File: src/rtl/rx_ring_writer.sv
module rx_ring_writer #(
  parameter int AW       = 32,
  parameter int LOG_RING = 2
) (
  input  logic          clk,
  input  logic          rst_n,
  input  logic [AW-1:0] ring_base,
  input  logic          rx_valid,
  input  logic [7:0]    rx_data,
  input  logic          rx_last,
  input  logic          rx_crc_ok,
  input  logic          rx_frame_err,
  input  logic          rx_fifo_err,
  output logic          rx_ready,
  output logic          mem_req,
  output logic          mem_we,
  output logic [AW-1:0] mem_addr,
  output logic [31:0]   mem_wdata,
  output logic [3:0]    mem_wstrb,
  input  logic          mem_ack,
  input  logic [31:0]   mem_rdata,
  output logic          missed
);

  localparam int SZW = 16;
  localparam int LNW = 12;

  typedef enum logic [2:0] {
    S_IDLE, S_RDCTL, S_RDBUF, S_DROP, S_RECV, S_WDAT, S_WLEN, S_WST
  } state_t;

  state_t              state;
  logic [LOG_RING-1:0] idx;
  logic [AW-1:0]       buf_addr, waddr, desc;
  logic [SZW-1:0]      cap, cnt;
  logic [31:0]         wword;
  logic [3:0]          wstrb_r;
  logic                f_last, f_ovf, f_crc, f_fram, f_fifo, miss_r;
  logic                acc, room;
  logic [15:0]         stat;

  assign desc = ring_base + (AW'(idx) << 4);
  assign acc  = rx_valid && rx_ready;
  assign room = (cnt != cap);
  assign stat = {1'b0, (f_fram | f_ovf | f_crc | f_fifo), f_fram, f_ovf, f_crc, f_fifo, 2'b11, 8'h00};

  assign rx_ready = (state == S_RECV) || (state == S_DROP);
  assign mem_req  = (state == S_RDCTL) || (state == S_RDBUF) || mem_we;
  assign mem_we   = (state == S_WDAT) || (state == S_WLEN) || (state == S_WST);
  assign missed   = miss_r;

  always_comb begin
    mem_addr  = desc;
    mem_wdata = 32'h0;
    mem_wstrb = 4'h0;
    case (state)
      S_RDCTL: mem_addr = desc + AW'(4);
      S_WDAT: begin
        mem_addr  = waddr;
        mem_wdata = wword;
        mem_wstrb = wstrb_r;
      end
      S_WLEN: begin
        mem_addr  = desc + AW'(8);
        mem_wdata = {{(32-LNW){1'b0}}, cnt[LNW-1:0]};
        mem_wstrb = 4'hF;
      end
      S_WST: begin
        mem_addr  = desc + AW'(4);
        mem_wdata = {stat, 16'h0};
        mem_wstrb = 4'hC;
      end
      default: ;
    endcase
  end

  always_ff @(posedge clk) begin
    if (!rst_n) begin
      state    <= S_IDLE;
      idx      <= '0;
      buf_addr <= '0;
      waddr    <= '0;
      cap      <= '0;
      cnt      <= '0;
      wword    <= '0;
      wstrb_r  <= '0;
      f_last   <= 1'b0;
      f_ovf    <= 1'b0;
      f_crc    <= 1'b0;
      f_fram   <= 1'b0;
      f_fifo   <= 1'b0;
      miss_r   <= 1'b0;
    end else begin
      miss_r <= 1'b0;
      case (state)
        S_IDLE: if (rx_valid) begin
          state   <= S_RDCTL;
          cnt     <= '0;
          wstrb_r <= '0;
          f_last  <= 1'b0;
          f_ovf   <= 1'b0;
          f_crc   <= 1'b0;
          f_fram  <= 1'b0;
          f_fifo  <= 1'b0;
        end
        S_RDCTL: if (mem_ack) begin
          cap <= ~mem_rdata[SZW-1:0] + SZW'(1);
          if (mem_rdata[31]) state <= S_RDBUF;
          else begin
            state  <= S_DROP;
            miss_r <= 1'b1;
          end
        end
        S_RDBUF: if (mem_ack) begin
          buf_addr <= {mem_rdata[AW-1:2], 2'b00};
          state    <= S_RECV;
        end
        S_DROP: if (acc && rx_last) state <= S_IDLE;
        S_RECV: if (acc) begin
          if (room) begin
            wword[8*cnt[1:0] +: 8] <= rx_data;
            wstrb_r[cnt[1:0]]      <= 1'b1;
            waddr                  <= buf_addr + AW'({cnt[SZW-1:2], 2'b00});
            cnt                    <= cnt + SZW'(1);
          end else begin
            f_ovf <= 1'b1;
          end
          if (rx_last) begin
            f_last <= 1'b1;
            f_crc  <= ~rx_crc_ok;
            f_fram <= rx_frame_err;
            f_fifo <= rx_fifo_err;
          end
          if ((room && (cnt[1:0] == 2'd3 || rx_last)) || (!room && rx_last && |wstrb_r))
            state <= S_WDAT;
          else if (rx_last)
            state <= S_WLEN;
        end
        S_WDAT: if (mem_ack) begin
          wstrb_r <= '0;
          state   <= f_last ? S_WLEN : S_RECV;
        end
        S_WLEN: if (mem_ack) state <= S_WST;
        S_WST: if (mem_ack) begin
          idx   <= idx + 1'b1;
          state <= S_IDLE;
        end
        default: state <= S_IDLE;
      endcase
    end
  end

endmodule


File: config.mk
export PLATFORM = sky130hd
export DESIGN_NAME = rx_ring_writer
export DESIGN_NICKNAME = d
export VERILOG_FILES = /design/src/rtl/rx_ring_writer.sv
export SDC_FILE = /design/constraint.sdc
export NUM_CORES = 1
export LEC_CHECK = 0
export ABC_AREA = 0
export BUFFER_PORTS_ARGS = -buffer_cell sky130_fd_sc_hd__clkbuf_2
export CAP_MARGIN = 20
export CORE_MARGIN = 1
export CORE_UTILIZATION = 54
export CTS_CLUSTER_SIZE = 24
export DETAILED_ROUTE_END_ITERATION = 8
export GPL_ROUTABILITY_DRIVEN = 1
export MAX_ROUTING_LAYER = met4
export PLACE_DENSITY = 0.77
export SLEW_MARGIN = 25
export SYNTH_ARGS = -nofsm -noshare
export SYNTH_HDL_FRONTEND = slang
export SYNTH_SLANG_ARGS = --single-unit
File: constraint.sdc
create_clock -name clk -period 9.2 [get_ports clk]
set_clock_uncertainty 0.15 [all_clocks]
set_input_delay 0.46 -clock clk [delete_from_list [all_inputs] [get_ports clk]]
set_output_delay 0.46 -clock clk [all_outputs]
set_load 0.1 [all_outputs]
; After elaboration in Yosys (flattened, before gate mapping)
; Index checks and enable logic that the tools add are counted.
[word_totals]
output_inout_bits = 72
elab_cells = 127
ram_bits = 0
regBits = 141
mem_count = 0
latchBits = 0
mem_bits_ro = 0
in_bits = 80
[classes]
bitwise_logic = 6
n_mux = 45
reduce_logical = 29
n_addsub = 8
n_shift = 2
mul = 0
eq_ne = 21
magnitude_cmp = 2
div = 0
[op_table]
columns = operator, count
row1 = $pmux 32 s3, 2
row2 = $mux 16, 3
row3 = $neg 5->34, 1
row4 = $shift 8x34->32 const A, 1
row5 = $shiftx 8x34->32, 1
row6 = $add 16x1->16 const B, 2
row7 = $add 32x16->32, 1
row8 = $add 32x3->32 const B, 1
row9 = $add 32x4->32 const B, 1
row10 = $add 32x6->32, 1
row11 = $bwmux 32, 1
row12 = $pmux 16 s2, 1
row13 = $mux 3, 10
row14 = $pmux 3 s8, 1
row15 = $pmux 4 s3, 2
row16 = $ne 2x2->1 const B, 10
row17 = $mux 4, 4
row18 = $ne 16x16->1, 1
row19 = $not 16->16, 1
row20 = $mux 1, 14
row21 = $eq 3x3->1 const B, 4
row22 = $reduce_and 4->1, 3
row23 = $pmux 1 s2, 5
row24 = $reduce_and 9->1, 1
row25 = other kinds (24), 41

; Depth between registers and ports, before layout
; Gate-level depths: netlist of the first run.
[depth]
ltp_word = 8
depth_mapped = 13
mapped_depth_nobuf = 12

; Worst setup path after synthesis of the first run
; OpenSTA, ideal clock, no wires.
[synth_timing]
kind = input to output
startpoint = in ring_base[4]
endpoint = out mem_addr[26]
n_path_buf = 1
arrival_time_ps = 4923
required_ps = 8590
setup_slack_ps = 3667
stages = 11
path_cell_list = ha_1 -> fa_1 -> buf_2 -> nand3_1 -> xnor2_1 -> nand2_1 -> nor4_2 -> nand4_4 -> nor2_1 -> a21oi_1 -> o311ai_1
[synth_via]
elab_chain_cells = 3
word_cells_on_any_way = 4
classes_between = 3 x add/sub / 1 x mux
[synth_lines]
columns = item, line_no
row1 = start: declaration, 7  ; input logic [AW-1:0] ring_base,
row2 = $add 32x6->32 (*), 42  ; assign desc = ring_base + (AW'(idx) << 4);
row3 = $add 32x3->32 or $add 32x4->32 (tied branches), "57, 69, 64"
row4 = $pmux 32 s3 (*), 56  ; case (state)
row5 = end: declaration, 17  ; output logic [AW-1:0] mem_addr,
; Every way passes the cells marked *; elsewhere a longest branch is shown, timed or not.

; Worst setup path in the final report of the first run
[layout_timing]
startpoint = reg idx[0]
endpoint = out mem_addr[31]
[layout_via]
elab_chain_cells = 3
word_cells_on_any_way = 4
classes_between = 3 x add/sub / 1 x mux
[layout_lines]
columns = item, line_no
row1 = start: declaration, 33  ; logic [LOG_RING-1:0] idx;
row2 = start signal: assignment, 145  ; idx <= idx + 1'b1;
row3 = $add 32x6->32 (*), 42
row4 = $add 32x3->32 or $add 32x4->32 (tied branches), "57, 69, 64"
row5 = $pmux 32 s3 (*), 56
; Marks and branches as above.

==> results of run 1 <==
layout make-up:
cell class / count / area share, %
timing repair buffer: 164 / 7.68
tap: 225 / 2.53
sequential: 139 / 25.0
clock inverter: 15 / 1.58
clock buffer: 17 / 3.83
multi-input combinational: 1092 / 58.4
inverter: 29 / 0.980
through the flow:
stage | hold WS (ps) | std cells | area, sq um | total power [mW] | util, %
2_1_floorplan | 277 | 1336 | 9660 | 1.55 | -
3_3_place_gp | 285 | 1649 | 10500 | 1.80 | 60.5
3_5_place_dp | 291 | 1649 | 10500 | 1.80 | 60.5
4_1_cts | 86.2 | 1681 | 11100 | 2.49 | 64.0
5_1_grt | 98.3 | 1681 | 11100 | 2.59 | 64.0
6_report | 94.2 | 1681 | 11100 | 2.50 | 64.0
layout by cell type (no fill, tap or decap), drive strengths merged, types with 11 or more instances in the layout:
master / n
buf: 13
o211ai: 11
nor2: 148
and3: 33
nand2: 219
xor2: 39
a21oi: 154
inv: 35
nand4: 53
nor4: 20
xnor2: 72
clkbuf: 168
a31oi: 16
mux2i: 12
a211oi: 16
ha: 27
nand3: 43
nor3: 28
dfxtp: 139
o21ai: 54
registers in the layout (all words and copies together), names as in the netlist, 2 cells and up, named ones only:
| signal | flops |
|---|---|
| wword | 32 |
| buf_addr | 30 |
| waddr | 30 |
| cap | 16 |
| cnt | 16 |
| wstrb_r | 4 |
| idx | 2 |
| state | 2 |
worst reg2reg max path: cells and delay by family, from the launching register on:
kind,cells,cell delay [ps]
DFF,1,310
buffers and inverters,2,850
and+or+nand+nor,5,1470
AOI/OAI and AO/OA,2,740
cell families after synthesis:
family,after synthesis
XOR/XNOR,111
adder cells (fa/ha/maj),30
AO/OA/AOI/OAI,332
flip-flops,139
AND/OR/NAND/NOR,606
buffers and inverters,105
multiplexers,13
Yosys cell counts (5+ instances only):
library cell and n:
nand3_1 42, nand4_1 50, clkbuf_1 56, nand4b_1 5, inv_1 27, or2_2 6
nor3_1 24, nor3b_1 5, o22ai_1 5, o21ai_1 5, and2_1 10, dfxtp_1 139
nand3b_1 5, and3_1 33, buf_2 8, a221o_1 6, and4_1 6, a211oi_1 15
a21oi_1 152, xnor2_1 72, nor2_1 147, a21o_1 6, o211ai_1 11, a22oi_1 8
xor2_1 39, or3_1 5, mux2i_1 12, nor4_1 17, ha_1 27, a31oi_1 16
nand2_1 219, o21ai_0 49, a22o_1 9, nor2b_1 7, buf_1 10, nand2b_1 5
how the worst max path moves through the flow:
stage / slack, ps / end
floorplan: 3670 / mem_addr[26]
global placement: 4420 / mem_addr[31]
detailed placement: 4400 / mem_addr[31]
CTS: 4130 / mem_addr[31]
global route: 3770 / mem_addr[31]
finish: 4060 / mem_addr[31]
where the power goes:
| part | total (mW) | internal (mW) | switching (mW) |
|---|---|---|---|
| Sequential | 0.663 | 0.636 | 0.0267 |
| Combinational | 1.15 | 0.242 | 0.911 |
| Clock | 0.682 | 0.366 | 0.316 |
| Total | 2.50 | 1.24 | 1.25 |
per-layer routing:
metal / wire length (microns) / global-route usage (%) / vias up
li1: - / - / 5001
met1: 14000 / 46.2 / 4748
met2: 13000 / 50.1 / 467
met3: 2760 / 7.63 / 52
met4: 731 / 10.9 / 0
met5: 0 / - / -
==> out/qor.csv, run 1 <==
metric;value;unit
status;complete, no violations;
reg-to-reg slack, setup;5530;ps
Synth top area share;28.8;%
Placer Congestion;0.948;
antenna violations before repair;0;
critical path fanouts, max;11;
critical path data required time;8590;ps
Place WS;4400;ps
# rows;48;
Hold Path Origin;mem_rdata[18];
Hold EP;buf_addr[18];
register area;2780;sq um
Peak VDD IR;0.199;mV
DRT iter0 DRCs;1005;
Wirelength per Cell;18.1;microns
first-pass GRT wire length;47700;microns
Max-Slew Margin vs Limit;32.3;%
Synth Area in Adders;4.02;%
Final period util;55.9;%
CP most frequent cell;nand3_1;
slowest stage cell, crit path;nor2_1;
CP Capture Type;output port;
CTS root buf;clkbuf_16;
cell area after synthesis;9660;sq um
Worst-path clk slew;70;ps
via/cell ratio;6.11;
DRC viols;0;
Port Buf Inserts;151;
Routed Antenna Nets;0;
Initial Util;55.6;%
CTS resizes;0;
Synth Area in XOR/XNOR;10.1;%
RR Startpoint;state[1];
RSZ-0062 raised after global routing;false;
NumNets Final;1552;
FF-to-FF End;wword[28];
Die Height;136;microns
Hold Fails Final Rpt;0;
syn_area_per_cell;7.23;sq um
n_diodes;0;
flop and latch count out of synthesis;139;
htree depth;4;
layout cell share with drive strength beyond 1;15.8;%
largest net degree at the start of global routing;81;
final slew viol count;0;
worst skew pair latency;430;ps
CP Data Arrival Time;4530;ps
Pwr Density;225;nW/um^2
Netlist cell types;79;
largest family of logic cells by synthesized area;simple AND/OR/NAND/NOR gates;
worst setup path startpoint;idx[0];
ys flop type;dfxtp_1;
CP max stage delay;470;ps
Setup Fix Bufs, Post-CTS;0;
final worst slack;4060;ps
Fin Setup TNS;0;ps
area of the multi-input gates;6490;sq um
HPWL Detailed;22400;microns
DIE AREA;18400;sq um
Static Leakage;4.20;nW
Ports;152;
Syn Inst Count;1336;
asr flop ratio synth;0;%
CP bufs+invs;1;
Max Root-Sink Buffers;2;
Total Routing Usage GR;34.2;%
core area;17400;sq um
vias in the first global route;9179;
WP depth;12;
via count;10300;
global route overflow;0;
Synth Area in Compound Gates;21.2;%
CTS Buf Count;17;
hold depth;3;
maxcap violations;0;
delay-heaviest family, CP;simple AND/OR/NAND/NOR gates;
worst slew pin tran;1010;ps
kind of critical path;flop to output port;
Yosys top cell by area;dfxtp_1;
mux share of post-synthesis cell area;1.36;%
Synth Area in Simple Gates;30.3;%
Sink Count;139;
Startpoint Class;flop;
critical path, cell by cell;ha_1, fa_1, nand3_1, xnor2_1, nand2_1, nor2_1, nand3_1, nor3_1, a41oi_1, a31oi_1, o211a_1, clkbuf_2;
Area Overhead vs Synth;15.1;%
Fillers;1594;
EDFF count, synth;0;
CTS tree;done;
hold crit path type;input port to flop;
Syn Nets;1445;
f_max;195;MHz
DRT Wirelength;30400;microns
fin crit period;5140;ps
setup violators final;0;
DIE WIDTH;136;microns
sequential share of the synthesized area;28.8;%
r2r worst-path depth;9;
top cells by area, synth;dfxtp_1 29%, nand2_1 8.5%, a21oi_1 7.9%;
Hold-fix buffers, CTS;0;
drt first pass iters;8;
yosys warns;0;
Note: power is estimated with default switching activity, not from simulation.
==> run 2, diff against run 1 <==
==> constraint.sdc (replaced) <==
create_clock -name clk -period 5.1 [get_ports clk]
set_clock_uncertainty 0.15 [all_clocks]
set_input_delay 0.255 -clock clk [delete_from_list [all_inputs] [get_ports clk]]
set_output_delay 0.255 -clock clk [all_outputs]
set_load 0.1 [all_outputs]
==> run 2 against run 1 <==
Effect of this change: clock power is 79% higher; routed wire length grew 1.9%; clock-buffer cell count stayed put; total power up 81%; cell count grew 2.4%; global-route usage grew 0.64 points; setup slack lost 3700 ps; via count grew 2.3%; highest routed layer unchanged.
==> out/qor.csv, run 2 (synthesis gave the netlist of run 1 again) <==
metric;value;unit
status;complete, no violations;
DIE WIDTH;136;microns
Peak VDD IR;0.310;mV
Area Overhead vs Synth;19.4;%
global route overflow;0;
kind of critical path;flop to output port;
RSZ-0062 raised after global routing;false;
via/cell ratio;6.10;
DRT iter0 DRCs;1068;
maxcap violations;0;
htree depth;4;
f_max;209;MHz
antenna violations before repair;0;
Final period util;93.7;%
Setup Fix Bufs, Post-CTS;0;
first-pass GRT wire length;48900;microns
Hold Fails Final Rpt;0;
WHS;10.0;ps
Pwr Density;393;nW/um^2
hold depth;3;
DRT Wirelength;31000;microns
Hold EP;wword[17];
worst skew pair latency;430;ps
final slew viol count;0;
Wirelength per Cell;18.0;microns
Ports;152;
CTS root buf;clkbuf_16;
max FFs per register;32;
Static Leakage;4.38;nW
RR Startpoint;cnt[8];
Sink Count;139;
DP Cell Count;1653;
NumNets Final;1593;
# rows;48;
Routed Antenna Nets;0;
Total Routing Usage GR;34.8;%
Fillers;1532;
DRC viols;0;
CTS tree;done;
Max Root-Sink Buffers;2;
Initial Util;55.6;%
register name with the most flops;wword;
most frequent cells in the layout;217 x nand2_1, 152 x a21oi_1, 151 x clkbuf_2;
r2r worst-path depth;9;
Port Buf Inserts;151;
n_diodes;0;
Max-Slew Margin vs Limit;22.4;%
largest net degree at the start of global routing;68;
fin crit period;4780;ps
drt first pass iters;7;
critical path data required time;4700;ps
hold crit path type;input port to flop;
via count;10500;
FF-to-FF End;cnt[13];
reg-to-reg slack, setup;1480;ps
non-filler cells, final;1722;
Fin Setup TNS;0;ps
CP Capture Type;output port;
HPWL Detailed;22300;microns
Hold Path Origin;rx_data[1];
CP Data Arrival Time;4370;ps
critical path fanouts, max;11;
setup violators final;0;
Worst-path clk slew;60;ps
most common cell after layout, fill and taps aside;nand2_1;
worst slew pin tran;1150;ps
largest registers;wword (32), buf_addr (30), waddr (30);
core area;17400;sq um
Startpoint Class;flop;
layout cell share with drive strength beyond 1;15.8;%
Die Height;136;microns
vias in the first global route;9382;
Placer Congestion;1.01;
DIE AREA;18400;sq um
CTS Buf Count;17;
run 2: changes by cell type in the layout (fill, tap and decap cells not counted), sizes merged:
cell,previous run,this run
clkinv,8,5
bufinv,0,1
dlygate4sd3,0,37
buf,13,17
inv,35,37
run 2: critical path, stage by stage, from the launching register on:
cell and delay [ps]:
dfxtp_1 360, ha_1 230, fa_1 450, and4_1 330, nand3_1 140, xor2_1 240
a21oi_1 340, nand3_1 330, nor3_1 530, a41oi_1 200, a31oi_1 180, o211a_1 150
clkbuf_2 440
run 2: where the power goes:
group / total (mW) / switching (mW) / leakage (nW) / internal (mW)
Clock: 1.22 / 0.530 / 0.287 / 0.690
Sequential: 1.21 / 0.0646 / 1.12 / 1.15
Combinational: 2.10 / 1.63 / 2.97 / 0.463
run 2: timing repair:
item                       in CTS  in global routing
resized for setup               0                  1
setup endpoints to repair       0                  1
hold buffers                   37                  0
hold endpoints to repair       42                  0
run 2: per-stage QoR:
step,setup WS [ps],total power [mW],area [sq um],util (%)
global placement,852,3.25,10600,60.8
floorplan,136,2.79,9660,-
CTS,320,4.49,11500,66.3
global route,7.97,4.70,11500,66.4
detailed placement,755,3.26,10600,60.9
finish,320,4.53,11500,66.4
run 2: routing by layer:
metal,wire length [microns],vias up,global-route usage [%]
li1,-,5089,-
met1,14400,4889,48.7
met2,13600,488,51.4
met3,2520,43,6.14
met4,545,0,8.68
met5,0,-,-
run 2: worst max path at each step:
stage | start | endpoint | slack (ps)
after CTS | idx[0] | mem_addr[24] | 320
after floorplan | idx[0] | mem_addr[25] | 140
after global placement | idx[0] | mem_addr[31] | 850
after detailed placement | idx[0] | mem_addr[24] | 750
after global routing | idx[0] | mem_addr[31] | 8
final | idx[0] | mem_addr[31] | 320
run 2: cell type report:
class	instances	area (sq um)	area share, %
clock buffer	17	425	3.69
tap	225	282	2.44
clock inverter	15	154	1.34
multi-input combinational	1092	6510	56.4
inverter	29	111	0.966
timing repair buffer	205	1270	11.0
sequential	139	2780	24.1
==> run 3, diff against run 2 <==
--- a/config.mk
+++ b/config.mk
@@ -14,7 +14,7 @@
 export DETAILED_ROUTE_END_ITERATION = 8
 export GPL_ROUTABILITY_DRIVEN = 1
 export MAX_ROUTING_LAYER = met4
-export PLACE_DENSITY = 0.77
+export PLACE_DENSITY = 0.76
 export SLEW_MARGIN = 25
 export SYNTH_ARGS = -nofsm -noshare
 export SYNTH_HDL_FRONTEND = slang
==> run 3 against run 2 <==
Effect of this change: clock-buffer cell count grew 1; clock power is 3% higher; utilization is the same; register-to-register slack worse by 90 ps; non-clock buffer count is 1 lower; sequential share of layout area is the same; total power up 0.25%; final area unchanged; critical path depth unchanged; routed wire length decreased by 0.19%; largest power group unchanged.
==> out/qor.csv, run 3 (synthesis gave the netlist of run 1 again) <==
metric;value;unit
status;complete, no violations;
Initial Util;55.6;%
Die Height;136;microns
worst slew pin tran;1060;ps
CTS tree;done;
CP Capture Type;output port;
worst skew pair latency;430;ps
Hold Path Origin;rx_data[2];
Total Routing Usage GR;34.9;%
r2r worst-path depth;8;
NumNets Final;1592;
kind of critical path;flop to output port;
Sink Count;139;
CP max stage delay;560;ps
DP Cell Count;1651;
fin crit period;4850;ps
global route overflow;0;
Wirelength per Cell;18.0;microns
Area Overhead vs Synth;19.4;%
RR Startpoint;state[0];
CP Data Arrival Time;4440;ps
max FFs per register;32;
DRT Wirelength;31000;microns
final slew viol count;0;
Fillers;1540;
RSZ-0062 raised after global routing;false;
CTS Buf Count;17;
Placer Congestion;0.963;
Max-Slew Margin vs Limit;28.8;%
register area;2780;sq um
most frequent cells in the layout;217 x nand2_1, 152 x a21oi_1, 150 x clkbuf_2;
Fin Setup TNS;0;ps
hold crit path type;input port to flop;
core area;17400;sq um
area of the multi-input gates;6510;sq um
CP bufs+invs;1;
Ports;152;
most common cell after layout, fill and taps aside;nand2_1;
Final period util;95.1;%
non-filler cells, final;1720;
antenna violations before repair;0;
FF-to-FF End;state[0];
vias in the first global route;9417;
reg-to-reg slack, setup;1390;ps
Routed Antenna Nets;0;
Hold Fails Final Rpt;0;
critical path, cell by cell;ha_1, fa_1, nand3_1, xnor2_1, nand2_1, nor4_2, nand4_4, or4_1, a21oi_1, o21ai_1, nand4_1, buf_2;
htree depth;4;
largest net degree at the start of global routing;65;
drt first pass iters;5;
register name with the most flops;wword;
HPWL Detailed;22500;microns
Startpoint Class;flop;
Peak VDD IR;0.373;mV
via count;10500;
f_max;206;MHz
first-pass GRT wire length;48900;microns
DIE AREA;18400;sq um
hold depth;3;
n_diodes;0;
DRT iter0 DRCs;1016;
Worst-path clk slew;70;ps
via/cell ratio;6.13;
Port Buf Inserts;151;
slowest stage cell, crit path;nor4_2;
Hold EP;wword[18];
setup violators final;0;
DIE WIDTH;136;microns
layout cell share with drive strength beyond 1;15.7;%
DRC viols;0;
WP depth;12;
critical path data required time;4700;ps
DP Area;10500;sq um
CTS root buf;clkbuf_16;
total power;4.54;mW
fin area;11500;sq um
# rows;48;
delay-heaviest family, CP;simple AND/OR/NAND/NOR gates;
maxcap violations;0;
Max Root-Sink Buffers;2;
Pwr Density;394;nW/um^2
critical path fanouts, max;11;
largest registers;wword (32), buf_addr (30), waddr (30);
Static Leakage;4.36;nW
## run 3: cell count changes in the layout (fill, tap and decap cells not counted), sizes merged
cell / previous run / this run
inv: 37 / 33
dlygate4sd3: 37 / 38
clkinvlp: 1 / 2
buf: 17 / 16
bufinv: 1 / 2
## run 3: worst reg2reg max path, cell delays in order, from the launching register on
cell and delay [ps]:
dfxtp_1 990, inv_1 550, nor2_1 600, a31oi_1 170, a221oi_1 600, inv_1 100, o32a_1 190, o221ai_1 160
and2_1 150
## run 3: worst max path at each step
| stage | startpoint | endpoint | slack (ps) |
|---|---|---|---|
| 6_report | idx[0] | mem_addr[24] | 250 |
| 3_5_place_dp | idx[0] | mem_addr[31] | 660 |
| 4_1_cts | idx[0] | mem_addr[31] | 220 |
| 3_3_place_gp | idx[0] | mem_addr[31] | 710 |
| 2_1_floorplan | idx[0] | mem_addr[25] | 140 |
| 5_1_grt | idx[0] | mem_addr[24] | 30 |
## run 3: report_power, final
group	leakage (nW)	internal [mW]	switching [mW]	total [mW]
clock network	0.286	0.742	0.514	1.26
registers	1.12	1.15	0.0968	1.24
logic	2.95	0.456	1.58	2.04
total	4.36	2.35	2.19	4.54
## run 3: repair_timing
item,in CTS,in global routing
endpoints found under the hold margin,42,0
hold buffers,38,0
endpoints found under the setup margin,0,5
gates resized for setup,0,4
setup buffers,0,0
## run 3: final cells by class
type | count | share of cell area (%)
clock buffer | 18 | 3.81
clock inverter | 13 | 1.36
inverter | 29 | 0.966
multi-input combinational | 1092 | 56.5
sequential | 139 | 24.1
tap | 225 | 2.44
timing repair buffer | 204 | 10.8
## run 3: per-layer routing
metal | vias to the layer above | share of wire [%] | global-route usage (%)
li1 | 5090 | - | -
met1 | 4884 | 45 | 47.9
met2 | 510 | 44 | 52.0
met3 | 53 | 9.0 | 6.02
met4 | 0 | 2.1 | 10.1
met5 | - | 0 | -
## run 3: metrics by stage
step           hold slack (ps)  util [%]  setup slack (ps)
3_5_place_dp               289      60.7               665
2_1_floorplan              184         -               136
5_1_grt                   25.2      66.4              26.5
6_report                  16.0      66.4               252
3_3_place_gp               287      60.7               710
4_1_cts                   4.21      66.3               216
